**src/rtl/bmt_pkg.sv**
```systemverilog
package bmt_pkg;

    // Kind of the word whose mid-parity point was just seen.
    typedef enum logic [1:0] {
        WK_DATA    = 2'b00,
        WK_CMD     = 2'b01,
        WK_CMD_R2R = 2'b10,
        WK_STAT    = 2'b11
    } word_kind_e;

    typedef enum logic [1:0] {
        ST_IDLE   = 2'b00,
        ST_RESP   = 2'b01,
        ST_INWORD = 2'b10,
        ST_R2R    = 2'b11
    } mon_state_e;

    typedef struct packed {
        logic       gap_en;
        logic [1:0] sel;
    } mon_cfg_t;

    function automatic int unsigned umax(input int unsigned a, input int unsigned b);
        return (a > b) ? a : b;
    endfunction

endpackage

```
**src/rtl/bmt_cfg_reg.sv**
```systemverilog
module bmt_cfg_reg
    import bmt_pkg::*;
(
    input  logic       clk,
    input  logic       rst_n,
    input  logic       we,
    input  logic [2:0] wdata,
    output mon_cfg_t   cfg
);

    mon_cfg_t cfg_d, cfg_q;

    always_comb begin
        cfg_d = cfg_q;
        if (we) begin
            cfg_d.sel    = wdata[1:0];
            cfg_d.gap_en = wdata[2];
        end
    end

    always_ff @(posedge clk or negedge rst_n) begin
        if (!rst_n) cfg_q <= '0;
        else        cfg_q <= cfg_d;
    end

    assign cfg = cfg_q;

endmodule

```
**src/rtl/bmt_limit_sel.sv**
```systemverilog
module bmt_limit_sel #(
    parameter int unsigned CNT_W  = 8,
    parameter int unsigned TMO_N0 = 18,
    parameter int unsigned TMO_N1 = 23,
    parameter int unsigned TMO_N2 = 82,
    parameter int unsigned TMO_N3 = 140,
    parameter int unsigned TMO_R0 = 61,
    parameter int unsigned TMO_R1 = 66,
    parameter int unsigned TMO_R2 = 122,
    parameter int unsigned TMO_R3 = 180
) (
    input  logic [1:0]       sel,
    input  logic             r2r,
    output logic [CNT_W-1:0] limit
);

    logic [CNT_W-1:0] norm_lim, r2r_lim;

    always_comb begin
        unique case (sel)
            2'd0: begin norm_lim = CNT_W'(TMO_N0); r2r_lim = CNT_W'(TMO_R0); end
            2'd1: begin norm_lim = CNT_W'(TMO_N1); r2r_lim = CNT_W'(TMO_R1); end
            2'd2: begin norm_lim = CNT_W'(TMO_N2); r2r_lim = CNT_W'(TMO_R2); end
            default: begin norm_lim = CNT_W'(TMO_N3); r2r_lim = CNT_W'(TMO_R3); end
        endcase
        limit = r2r ? r2r_lim : norm_lim;
    end

endmodule

```
**src/rtl/bmt_gap_timer.sv**
```systemverilog
module bmt_gap_timer #(
    parameter int unsigned GAP_MIN = 4,
    localparam int unsigned GAP_W  = $clog2(GAP_MIN + 1)
) (
    input  logic clk,
    input  logic rst_n,
    input  logic us_tick,
    input  logic restart,
    output logic short_gap
);

    typedef struct packed {
        logic             valid;
        logic [GAP_W-1:0] cnt;
    } gap_regs_t;

    gap_regs_t g_d, g_q;
    logic [GAP_W:0] seen;

    always_comb begin
        g_d = g_q;
        if (restart) begin
            g_d.valid = 1'b1;
            g_d.cnt   = '0;
        end else if (us_tick && (g_q.cnt < GAP_W'(GAP_MIN))) begin
            g_d.cnt = g_q.cnt + GAP_W'(1);
        end
        // Ticks since the last mid-parity, counting one arriving this cycle.
        seen      = {1'b0, g_q.cnt} + {{GAP_W{1'b0}}, us_tick};
        short_gap = g_q.valid && (seen < {1'b0, GAP_W'(GAP_MIN)});
    end

    always_ff @(posedge clk or negedge rst_n) begin
        if (!rst_n) g_q <= '0;
        else        g_q <= g_d;
    end

endmodule

```
**src/rtl/bmt_resp_monitor.sv**
```systemverilog
module bmt_resp_monitor
    import bmt_pkg::*;
#(
    parameter int unsigned TMO_N0  = 18,
    parameter int unsigned TMO_N1  = 23,
    parameter int unsigned TMO_N2  = 82,
    parameter int unsigned TMO_N3  = 140,
    parameter int unsigned TMO_R0  = 61,
    parameter int unsigned TMO_R1  = 66,
    parameter int unsigned TMO_R2  = 122,
    parameter int unsigned TMO_R3  = 180,
    parameter int unsigned GAP_MIN = 4,
    localparam int unsigned TMO_MAX = umax(umax(umax(TMO_N0, TMO_N1), umax(TMO_N2, TMO_N3)),
                                           umax(umax(TMO_R0, TMO_R1), umax(TMO_R2, TMO_R3))),
    localparam int unsigned CNT_W   = $clog2(TMO_MAX + 1)
) (
    input  logic             clk,
    input  logic             rst_n,
    input  logic             us_tick,
    input  logic             cfg_we,
    input  logic [2:0]       cfg_wdata,
    input  logic             par_evt,
    input  logic [1:0]       par_kind,
    input  logic             sync_evt,
    input  logic             sync_is_data,
    output logic             busy,
    output logic             no_resp,
    output logic             fmt_err,
    output logic             resp_done,
    output logic [CNT_W-1:0] resp_us
);

    typedef struct packed {
        mon_state_e       state;
        logic [1:0]       phase;
        logic [CNT_W-1:0] cnt;
        logic [CNT_W-1:0] resp_us;
        logic             no_resp;
        logic             fmt_err;
        logic             done;
    } mon_regs_t;

    mon_cfg_t         cfg_q;
    logic [CNT_W-1:0] limit;
    logic             short_gap;
    mon_regs_t        s_d, s_q;
    logic [CNT_W-1:0] cnt_tick, elapsed;
    logic             chk_sync, closing;
    word_kind_e       kind;

    bmt_cfg_reg u_cfg (
        .clk   (clk),
        .rst_n (rst_n),
        .we    (cfg_we),
        .wdata (cfg_wdata),
        .cfg   (cfg_q)
    );

    bmt_limit_sel #(
        .CNT_W  (CNT_W),
        .TMO_N0 (TMO_N0), .TMO_N1 (TMO_N1), .TMO_N2 (TMO_N2), .TMO_N3 (TMO_N3),
        .TMO_R0 (TMO_R0), .TMO_R1 (TMO_R1), .TMO_R2 (TMO_R2), .TMO_R3 (TMO_R3)
    ) u_lim (
        .sel   (cfg_q.sel),
        .r2r   (s_q.state == ST_R2R),
        .limit (limit)
    );

    bmt_gap_timer #(
        .GAP_MIN (GAP_MIN)
    ) u_gap (
        .clk       (clk),
        .rst_n     (rst_n),
        .us_tick   (us_tick),
        .restart   (par_evt),
        .short_gap (short_gap)
    );

    always_comb begin
        s_d         = s_q;
        s_d.no_resp = 1'b0;
        s_d.fmt_err = 1'b0;
        s_d.done    = 1'b0;
        kind        = word_kind_e'(par_kind);
        cnt_tick    = s_q.cnt + CNT_W'(1);
        elapsed     = us_tick ? cnt_tick : s_q.cnt;
        chk_sync    = 1'b0;
        closing     = 1'b0;

        unique case (s_q.state)
            ST_IDLE: begin
                // A command sync while idle starts a new message.
                if (sync_evt && !sync_is_data) chk_sync = 1'b1;
            end
            ST_RESP: begin
                if (sync_evt && sync_is_data) begin
                    s_d.state = ST_INWORD;
                end else if (sync_evt) begin
                    chk_sync = 1'b1;
                    closing  = 1'b1;
                end else if (us_tick) begin
                    if (cnt_tick >= limit) begin
                        s_d.no_resp = 1'b1;
                        s_d.state   = ST_IDLE;
                    end else begin
                        s_d.cnt = cnt_tick;
                    end
                end
            end
            ST_INWORD: begin
                // Controller data word on the bus: the count is paused.
            end
            ST_R2R: begin
                if (sync_evt && sync_is_data) begin
                    closing = 1'b1;
                end else begin
                    if (sync_evt) begin
                        if (s_q.phase == 2'd1) chk_sync = 1'b1;
                        if (s_q.phase != 2'd2) s_d.phase = s_q.phase + 2'd1;
                    end
                    if (us_tick) begin
                        if (cnt_tick >= limit) begin
                            s_d.no_resp = 1'b1;
                            s_d.state   = ST_IDLE;
                        end else begin
                            s_d.cnt = cnt_tick;
                        end
                    end
                end
            end
            default: s_d.state = ST_IDLE;
        endcase

        if (closing) begin
            s_d.done    = 1'b1;
            s_d.resp_us = elapsed;
            s_d.state   = ST_IDLE;
        end

        // Mid-parity strobes open or restart windows; an open
        // terminal-to-terminal window is not disturbed by them.
        if (par_evt && (s_q.state != ST_R2R)) begin
            if (kind == WK_CMD) begin
                s_d.state = ST_RESP;
                s_d.cnt   = '0;
            end else if (kind == WK_CMD_R2R) begin
                s_d.state = ST_R2R;
                s_d.cnt   = '0;
                s_d.phase = 2'd0;
            end else if (s_q.state == ST_INWORD) begin
                s_d.state = ST_RESP;
                s_d.cnt   = '0;
            end
        end

        s_d.fmt_err = chk_sync && cfg_q.gap_en && short_gap;
    end

    always_ff @(posedge clk or negedge rst_n) begin
        if (!rst_n) begin
            s_q       <= '0;
            s_q.state <= ST_IDLE;
        end else begin
            s_q <= s_d;
        end
    end

    assign busy      = (s_q.state != ST_IDLE);
    assign no_resp   = s_q.no_resp;
    assign fmt_err   = s_q.fmt_err;
    assign resp_done = s_q.done;
    assign resp_us   = s_q.resp_us;

endmodule

```
**config.mk**
```make
export PLATFORM = sky130hd
export DESIGN_NAME = bmt_resp_monitor
export DESIGN_NICKNAME = d
export VERILOG_FILES = /design/src/rtl/bmt_pkg.sv /design/src/rtl/bmt_cfg_reg.sv /design/src/rtl/bmt_limit_sel.sv /design/src/rtl/bmt_gap_timer.sv /design/src/rtl/bmt_resp_monitor.sv
export SDC_FILE = /design/constraint.sdc
export NUM_CORES = 1
export LEC_CHECK = 0
export BUFFER_PORTS_ARGS = -buffer_cell sky130_fd_sc_hd__buf_2
export CORE_MARGIN = 3
export CORE_UTILIZATION = 52
export CTS_CLUSTER_SIZE = 12
export DETAILED_ROUTE_END_ITERATION = 12
export PLACE_DENSITY = 0.77
export SLEW_MARGIN = 20
export SYNTH_ARGS = -nofsm -noshare
export SYNTH_HDL_FRONTEND = slang
export SYNTH_SLANG_ARGS = --single-unit
```
**constraint.sdc**
```tcl
create_clock -name clk -period 5.3 [get_ports clk]
set_input_delay 1.06 -clock clk [delete_from_list [all_inputs] [get_ports clk]]
set_output_delay 1.06 -clock clk [all_outputs]
set_load 0.02 [all_outputs]
```
==> results of run 1 <==
-- power by group through the flow --
| stage | sequential [mW] | combinational [mW] | clock, mW |
|---|---|---|---|
| after detailed placement | 0.338 | 0.357 | 0 |
| after global routing | 0.346 | 0.409 | 0.212 |
| after CTS | 0.334 | 0.359 | 0.200 |
| after floorplan | 0.321 | 0.322 | 0 |
| after global placement | 0.334 | 0.351 | 0 |
| final | 0.334 | 0.358 | 0.194 |
-- worst paths after layout --
path                               from            to  slack (ps)  depth (start not counted)
max                             s_q[21]       s_q[16]        2250                          8
min                        u_gap.g_q[3]  u_gap.g_q[3]         480                          1
max reg2reg                     s_q[21]       s_q[16]        2250                          8
min reg2reg                u_gap.g_q[3]  u_gap.g_q[3]         480                          1
max in group asynchronous         rst_n  u_cfg.cfg[0]        4070                          1
min in group asynchronous         rst_n    resp_us[7]         800                          1
-- worst reg2reg max path, cell delays in order, from the launching register on --
cell and delay, ps:
dfrtp_1 470, nand2_1 300, mux2_2 380, ha_1 270, nand2b_4 150, a2111oi_4 370, o2111ai_2 380, or4_1 510
a21oi_1 150
-- cell type report --
| cell class | count | area share (%) |
|---|---|---|
| clock inverters | 2 | 0.5800 |
| flip-flops and latches | 30 | 34.80 |
| multi-input cells | 158 | 51.22 |
| well taps | 46 | 2.668 |
| repair buffers | 23 | 5.336 |
| inverters | 9 | 1.566 |
| clock buffers | 6 | 3.828 |
-- registers in the layout, summed over array words and instances (netlist names) --
name	cells
s_q	12
resp_us	8
u_gap.g_q	4
u_cfg.cfg	3
fmt_err	1
no_resp	1
resp_done	1
-- routing by layer --
layer	up-vias	part of all wire (%)	GRT usage, %
met5	-	0	0
met4	0	2.7	8.933
met3	12	5.2	8.374
met2	37	44	29.28
met1	682	48	23.38
li1	756	-	-
-- cell usage in the layout, fill, tap and decap left out, drive strengths merged --
cell type  instances
nor2b              1
a311oi             1
nor3b              1
nor2              16
mux2i              5
o211ai             1
dfrtp             30
nand4b             1
o21a               1
a211o              1
ha                21
nand2b             3
xor2              10
nand2             20
nor3               2
inv                9
or2                5
nand3              7
a31oi              3
a21o               1
or4                1
mux2               3
buf               23
o21ai             13
and3               3
clkinvlp           1
a21oi             20
xnor2              6
clkbuf             6
clkinv             1
a2111oi            1
o2111ai            1
and2               2
o31ai              2
nand4              2
or3                4
-- kinds of logic (layout without fill, tap and decap cells) --
logic type	count (synthesis)	in the layout	synth area share, %
compound gates	45	45	14.12
simple gates	68	68	16.89
mux	8	8	4.206
flops	30	30	37.66
xor+xnor	16	16	7.031
fa+ha+maj	21	21	13.18
buf+inv	27	40	6.905
==> results.toml, run 1 <==
[run_status]
status = "completed"

[worst_setup_path]
critPathArrivalTime_ps = 3270
critical_path.max_fanout = 15
end_kind = "flip-flop"
worstSetupPathType = "reg2reg"
path_cells = "nand2_1, mux2_2, ha_1, nand2b_4, a2111oi_4, o2111ai_2, or4_1, a21oi_1"
required_ps = 5520
crit_family = "simple AND/OR/NAND/NOR gates"
critPathLaunchType = "flip-flop"
slowest_delay_ps = 510
cp.buffers_inverters = 0
crit_slowest_cell = "or4_1"

[route]
via_per_inst = 5.427
ant_nets = 0
drtIter0Drc = 70
wl_mm = 3.736
post-route-drc-count = 0
dr.pass1.iters = 4
vias = 1487
wl_per_cell_um = 13.64

[place]
postPlaceCellArea_mm2 = 0.002062
portBuffers = 23
dp_slack_ps = 2285
place.gp.congestion = 0.9151
hpwl_mm = 2.686
dp.cells = 266

[pwr]
leakagePower_nw = 1.040
seqPwrFrac_pct = 37.7
p_sw_mw = 0.3495
pwr-share-comb_pct = 40.4
power_mw = 0.8858
clockPowerShare_pct = 21.9
peakVddDrop_mv = 0.3207
power.density_mw_per_mm2 = 410.6
power.internal_mw = 0.5363
switching_share_pct = 39.46

[sta]
timing.fmax_mhz = 327.5
whs_ps = 479.3
worst_pin_slew_ps = 656.2
setup_tns_ps = 0
setup_violations = 0
period_share_pct = 57.60
drv_slew = 0
skew_ps = 7.157
finalHoldViolations = 0
final.setup.worst_slack_ps = 2247
period_needed_ps = 3053
rsz0062_at_grt = "false"
slew_headroom_pct = 56.25

[floorplan]
num_rows = 21
die_w_um = 67.91
initial_core_util_pct = 56.61
core-area_mm2 = 0.003521
dieArea_mm2 = 0.004612
num_io_pins = 24
fp.dieH_um = 67.91

[synth]
synth_area_leader_cell = "dfrtp_1"
synth-main-ff-cell = "dfrtp_1"
yosysTopAreaCellShare_pct = 37.66
synth_seq_cells = 30
avgSynthCellArea_um2 = 9.271
async_flop_share_pct = 100.0
synth.area.top_cells = "dfrtp_1 38%, ha_1 13%, a21oi_1 5.0%"
synth_cell_types = 38
syn_inst = 215
synth_area_mm2 = 0.001993
synth-edff-count = 0
synth_commonest_cells = "30 x dfrtp_1, 21 x ha_1, 20 x a21oi_1, 20 x nand2_1, 16 x nor2_1"
yosys.cell_count.top_type = "dfrtp_1"
ys_seq_area_share_pct = 37.66
synth_nets = 248
synth_warnings = 0

[clock_network]
cts_root_buf = "clkbuf_8"
clock_latency_ps = 290
clkSlewWorstSetupHoldPaths_ps = 70
postCtsHoldBufs = 0
cts_sinks = 30
clk_path_buf_depth = 2
cts_buffers = 5
cts_max_level = 2
post-cts-setup-buffer-count = 0
cts_tree = "built"
cts_resized = 0

[global_routing]
grt_max_degree = 31
grt_antenna_before_repair = 0
grt_pass1_vias = 1454
grt-ovfl-total = 0
grt_pass1_wl_mm = 6.451
grtUsageTotal_pct = 19.24

[cells_and_area]
n_fill_cell = 316
n_antenna_cell = 0
fin_nets = 260
syn_to_final_growth_pct = 8.224
finalNonFillerCells = 274
multi_input_area_mm2 = 0.001105
seq_area_um2 = 750.7
fin_util_pct = 61.27
drive_above_1_share_pct = 18.42
design_area_mm2 = 0.002157

[run]
maxCapViolCount = 0

[min_path]
hold_path.class = "reg2reg"
Note: power is estimated with default switching activity, not from simulation.
==> run 2, diff against run 1 <==
PLACE_DENSITY = 0.8   (was 0.77)
clock period = 2.7 ns   (was 5.3 ns; I/O delays follow)
==> run 2 against run 1 <==
Net effect: design area grew 15%; total power grew 130%; die area did not move; clock skew fell by 1.8 ps; register-to-register slack worse by 2200 ps; highest routed layer unchanged.
==> results.toml, run 2 (same netlist as run 1, synthesis figures left out) <==
[run_status]
status = "completed"

[sta]
setup_tns_ps = 0
whs_ps = 273.7
drv_slew = 0
period_needed_ps = 2640
timing.fmax_mhz = 378.8
skew_ps = 5.386
slew_headroom_pct = 56.83
worst_pin_slew_ps = 647.5
finalHoldViolations = 0
period_share_pct = 97.79
setup_violations = 0

[floorplan]
initial_core_util_pct = 56.61
die_w_um = 67.91
dieArea_mm2 = 0.004612
num_io_pins = 24
num_rows = 21
core-area_mm2 = 0.003521
fp.dieH_um = 67.91

[route]
vias = 1627
via_per_inst = 5.460
wl_mm = 4.454
wl_per_cell_um = 14.95
ant_nets = 0
dr.pass1.iters = 5
drtIter0Drc = 96
post-route-drc-count = 0

[place]
portBuffers = 23
hpwl_mm = 2.881
place.gp.congestion = 0.9277

[pwr]
clockPowerShare_pct = 21.4
pwr-share-comb_pct = 49.0
switching_share_pct = 38.63
power.density_mw_per_mm2 = 836.5
seqPwrFrac_pct = 29.6
leakagePower_nw = 1.173
peakVddDrop_mv = 0.6814
p_sw_mw = 0.7997
power.internal_mw = 1.271

[global_routing]
grt_antenna_before_repair = 0
grt_pass1_wl_mm = 6.506
grt_pass1_vias = 1427
grt-ovfl-total = 0
grt_max_degree = 31
grtUsageTotal_pct = 19.63

[cells_and_area]
largest_register_ffs = 12
final_common_cell = "dfrtp_1"
drive_above_1_share_pct = 33.73
n_antenna_cell = 0
largest-register = "s_q"
fin_nets = 284
seq_area_um2 = 752.0
syn_to_final_growth_pct = 24.17
final_cell_mix = "29 x dfrtp_1, 23 x buf_2, 22 x buf_4, 19 x nand2_1, 18 x a21oi_1"
multi_input_area_mm2 = 0.001231
n_fill_cell = 269

[clock_network]
postCtsHoldBufs = 0
cts_buffers = 5
cts_root_buf = "clkbuf_8"
cts_sinks = 30
clk_path_buf_depth = 2
cts_tree = "built"
cts_max_level = 2
clkSlewWorstSetupHoldPaths_ps = 60
clock_latency_ps = 290

[worst_setup_path]
worstSetupPathType = "reg2reg"
critPathArrivalTime_ps = 2860
required_ps = 2920
critPathLaunchType = "flip-flop"
critical_path.max_fanout = 5
end_kind = "flip-flop"

[min_path]
hold_path.class = "in2async"

[run]
maxCapViolCount = 0
## run 2: worst max-delay path, stage by stage, from the launching register on
cell,delay (ps)
dfrtp_2,440
inv_2,80
ha_2,280
o21ai_2,160
ha_1,280
a2111oi_4,490
o2111ai_4,180
or4_4,550
a21oi_2,120
## run 2: layout make-up
cell class | instances | area share (%)
multi-input combinational | 159 | 49.75
clock buffer | 5 | 2.781
inverter | 9 | 1.365
sequential | 30 | 30.38
tap | 46 | 2.326
clock inverter | 3 | 1.618
timing repair buffer | 46 | 11.78
## run 2: per-stage QoR
stage / std cells / power (mW) / cell area (um2) / util (%) / setup slack [ps]
CTS: 291 / 1.909 / 2310 / 65.60 / 8.084
detailed placement: 283 / 1.438 / 2190 / 62.19 / -10.98
global route: 298 / 2.211 / 2475 / 70.29 / -72.67
floorplan: 215 / 1.261 / 1993 / - / 91.14
finish: 298 / 2.070 / 2475 / 70.29 / 59.76
global placement: 283 / 1.410 / 2190 / 62.19 / 91.05
## run 2: final timing paths
path,startpoint,to,slack (ps),cells after the start
min in group clk,cfg_wdata[1],u_cfg.cfg[1],460,3
worst min register to register,u_gap.g_q[3],u_gap.g_q[3],470,1
worst max register to register,u_cfg.cfg[0],s_q[16],60,8
worst min-delay path,rst_n,resp_us[4],270,1
worst max-delay path,u_cfg.cfg[0],s_q[16],60,8
max in group asynchronous,rst_n,u_cfg.cfg[0],1950,1
## run 2: repair_timing
action / CTS / global route
endpoints found under the hold margin: 0 / 0
endpoints found under the setup margin: 1 / 8
pin swaps: 0 / 9
cloned: 0 / 1
gates resized for setup: 1 / 27
buffers inserted: 0 / 6
## run 2: per-layer routing
metal	wire, um	global-route usage (%)
met3	253	4.598
met2	2256	31.71
met1	1828	24.07
met4	116	10.92
met5	0	0
## run 2: power groups by stage
stage	combinational, mW	sequential (mW)	clock, mW
finish	1.01	0.612	0.443
global route	1.11	0.625	0.476
CTS	0.839	0.614	0.456
detailed placement	0.817	0.621	0
global placement	0.794	0.616	0
floorplan	0.632	0.629	0
==> run 3, diff against run 2 <==
PLACE_DENSITY = default   (was 0.8)
PLACE_DENSITY_LB_ADDON = 0.08   (was default)
SYNTH_HIERARCHICAL = 1   (was default)
==> run 3 against run 2 <==
Net effect: the flow now finishes with violations (setup timing); clock skew is 2.2 ps lower; hold slack improved by 20 ps; clock power decreased by 14%; register-to-register slack worse by 290 ps; synthesized area up 4.0%; via count rose by 12%; combinational power is 32% higher; critical endpoint is now s_q[13].
==> results.toml, run 3 <==
[run_status]
status = "finished, violations left"
violations = "setup timing"

[place]
dp_slack_ps = -280.3
dp.cells = 303
portBuffers = 23
hpwl_mm = 3.524
postPlaceCellArea_mm2 = 0.002372
place.gp.congestion = 0.8367

[floorplan]
num_rows = 22
num_io_pins = 24
dieArea_mm2 = 0.004780
core-area_mm2 = 0.003744
fp.dieH_um = 69.14
die_w_um = 69.14
initial_core_util_pct = 55.38

[cells_and_area]
final_common_cell = "buf_4"
syn_to_final_growth_pct = 38.93
final_cell_mix = "38 x buf_4, 28 x dfrtp_1, 23 x buf_2, 16 x nor2_1, 15 x a21oi_1"
finalNonFillerCells = 327
n_fill_cell = 254
fin_nets = 309
largest-register = "s_q"
n_antenna_cell = 0
design_area_mm2 = 0.002880
largest_register_ffs = 12
drive_above_1_share_pct = 47.31
fin_util_pct = 76.94

[sta]
rsz0062_at_grt = "true"
setup_violations = 11
drv_slew = 0
period_share_pct = 108.7
period_needed_ps = 2934
skew_ps = 3.192
timing.fmax_mhz = 340.8
slew_headroom_pct = 46.86
worst_pin_slew_ps = 794.1
finalHoldViolations = 0
final.setup.worst_slack_ps = -233.9

[route]
post-route-drc-count = 0
dr.pass1.iters = 4
drtIter0Drc = 101
wl_per_cell_um = 17.57
ant_nets = 0
wl_mm = 5.746
via_per_inst = 5.593
vias = 1829

[synth]
ys_seq_area_share_pct = 36.21
synth_area_leader_cell = "dfrtp_1"
async_flop_share_pct = 100.0
synth-edff-count = 0
synth_area_mm2 = 0.002073
synth.area.top_cells = "dfrtp_1 36%, ha_1 11%, a21oi_1 5.1%"
yosysTopAreaCellShare_pct = 36.21
synth_nets = 252
synth_commonest_cells = "30 x dfrtp_1, 21 x a21oi_1, 19 x ha_1"
synth_cell_types = 45
syn_inst = 221
avgSynthCellArea_um2 = 9.381
synth_seq_cells = 30
yosys.cell_count.top_type = "dfrtp_1"
synth_warnings = 6
synth-main-ff-cell = "dfrtp_1"

[global_routing]
grt_pass1_vias = 1927
grt-ovfl-total = 0
grt_pass1_wl_mm = 8.804
grtUsageTotal_pct = 22.50
grt_max_degree = 31
grt_antenna_before_repair = 0

[worst_setup_path]
critical_path.max_fanout = 6
required_ps = 2910
critPathArrivalTime_ps = 3140
reg2regPathDepth = 11
worstSetupPathType = "reg2reg"
critPathLaunchType = "flip-flop"
end_kind = "flip-flop"

[clock_network]
clk_path_buf_depth = 2
clkSlewWorstSetupHoldPaths_ps = 70
cts_buffers = 5
cts_tree = "built"
clock_latency_ps = 280
cts_sinks = 30
cts_max_level = 2
cts_root_buf = "clkbuf_8"

[pwr]
power.density_mw_per_mm2 = 818.8
leakagePower_nw = 1.348
peakVddDrop_mv = 0.4478

[min_path]
hold_path.class = "in2async"

[run]
maxCapViolCount = 0
run 3: area by class of cell:
cell class                      instances  area (um2)  share of cell area (%)
Clock inverter                          2       12.51                  0.4344
Multi-Input combinational cell        155        1380                   47.91
Clock buffer                            6       82.58                   2.867
Tap cell                               48       60.06                   2.085
Sequential cell                        30       753.2                   26.15
Inverter                               16       60.06                   2.085
Timing Repair Buffer                   70       531.8                   18.46
run 3: worst max-delay path: stages, from the launching register on:
cell	delay, ps
dfrtp_1	420
and3_4	220
and3_4	210
nand3_4	110
xnor2_2	180
ha_2	190
or4_4	440
a21oi_4	170
o32ai_4	120
buf_12	170
or4_4	490
a21oi_2	150
run 3: per-layer routing:
| metal | global-route usage (%) | vias up | share of wire (%) |
|---|---|---|---|
| li1 | - | 869 | - |
| met1 | 25.23 | 886 | 38 |
| met2 | 42.37 | 55 | 56 |
| met3 | 4.227 | 19 | 3.8 |
| met4 | 6.941 | 0 | 2.8 |
| met5 | 0 | - | 0 |
run 3: path summary, 6_finish.rpt:
kind                              start      endpoint  slack, ps
min in group clk           u_gap/g_q[3]  u_gap/g_q[3]        470
max                             s_q[12]       s_q[13]       -230
max reg2reg                     s_q[12]       s_q[13]       -230
min reg2reg                u_gap/g_q[3]  u_gap/g_q[3]        470
max in group asynchronous         rst_n  u_cfg/cfg[1]       1910
min                               rst_n       s_q[14]        290
run 3: kinds of logic after synthesis:
family	share of synthesized area (%)
buffers and inverters	8.992
AO/OA/AOI/OAI	13.70
multiplexers	5.733
adder cells (fa/ha/maj)	11.47
AND/OR/NAND/NOR	17.56
XOR/XNOR	6.337
flip-flops	36.21
run 3: power breakdown:
group          internal [mW]  switching (mW)
combinational          0.663           0.666
clock                  0.205           0.178
sequential             0.569          0.0776
run 3: repair_timing:
| item | 4_1_cts | 5_1_grt |
|---|---|---|
| setup endpoints to repair | 6 | 10 |
| pin swaps | 9 | 11 |
| gates cloned | 1 | 0 |
| resized for setup | 32 | 28 |
| hold buffers | 0 | 0 |
| setup buffers | 7 | 8 |
run 3: metrics by stage:
stage	power (mW)	setup TNS [ps]	hold WS (ps)
2_1_floorplan	1.324	0	244.4
3_3_place_gp	1.511	-625.2	450.8
3_5_place_dp	1.554	-1324	452.3
4_1_cts	2.089	-657.2	317.5
5_1_grt	2.515	-2821	334.8
6_report	2.358	-1989	293.6
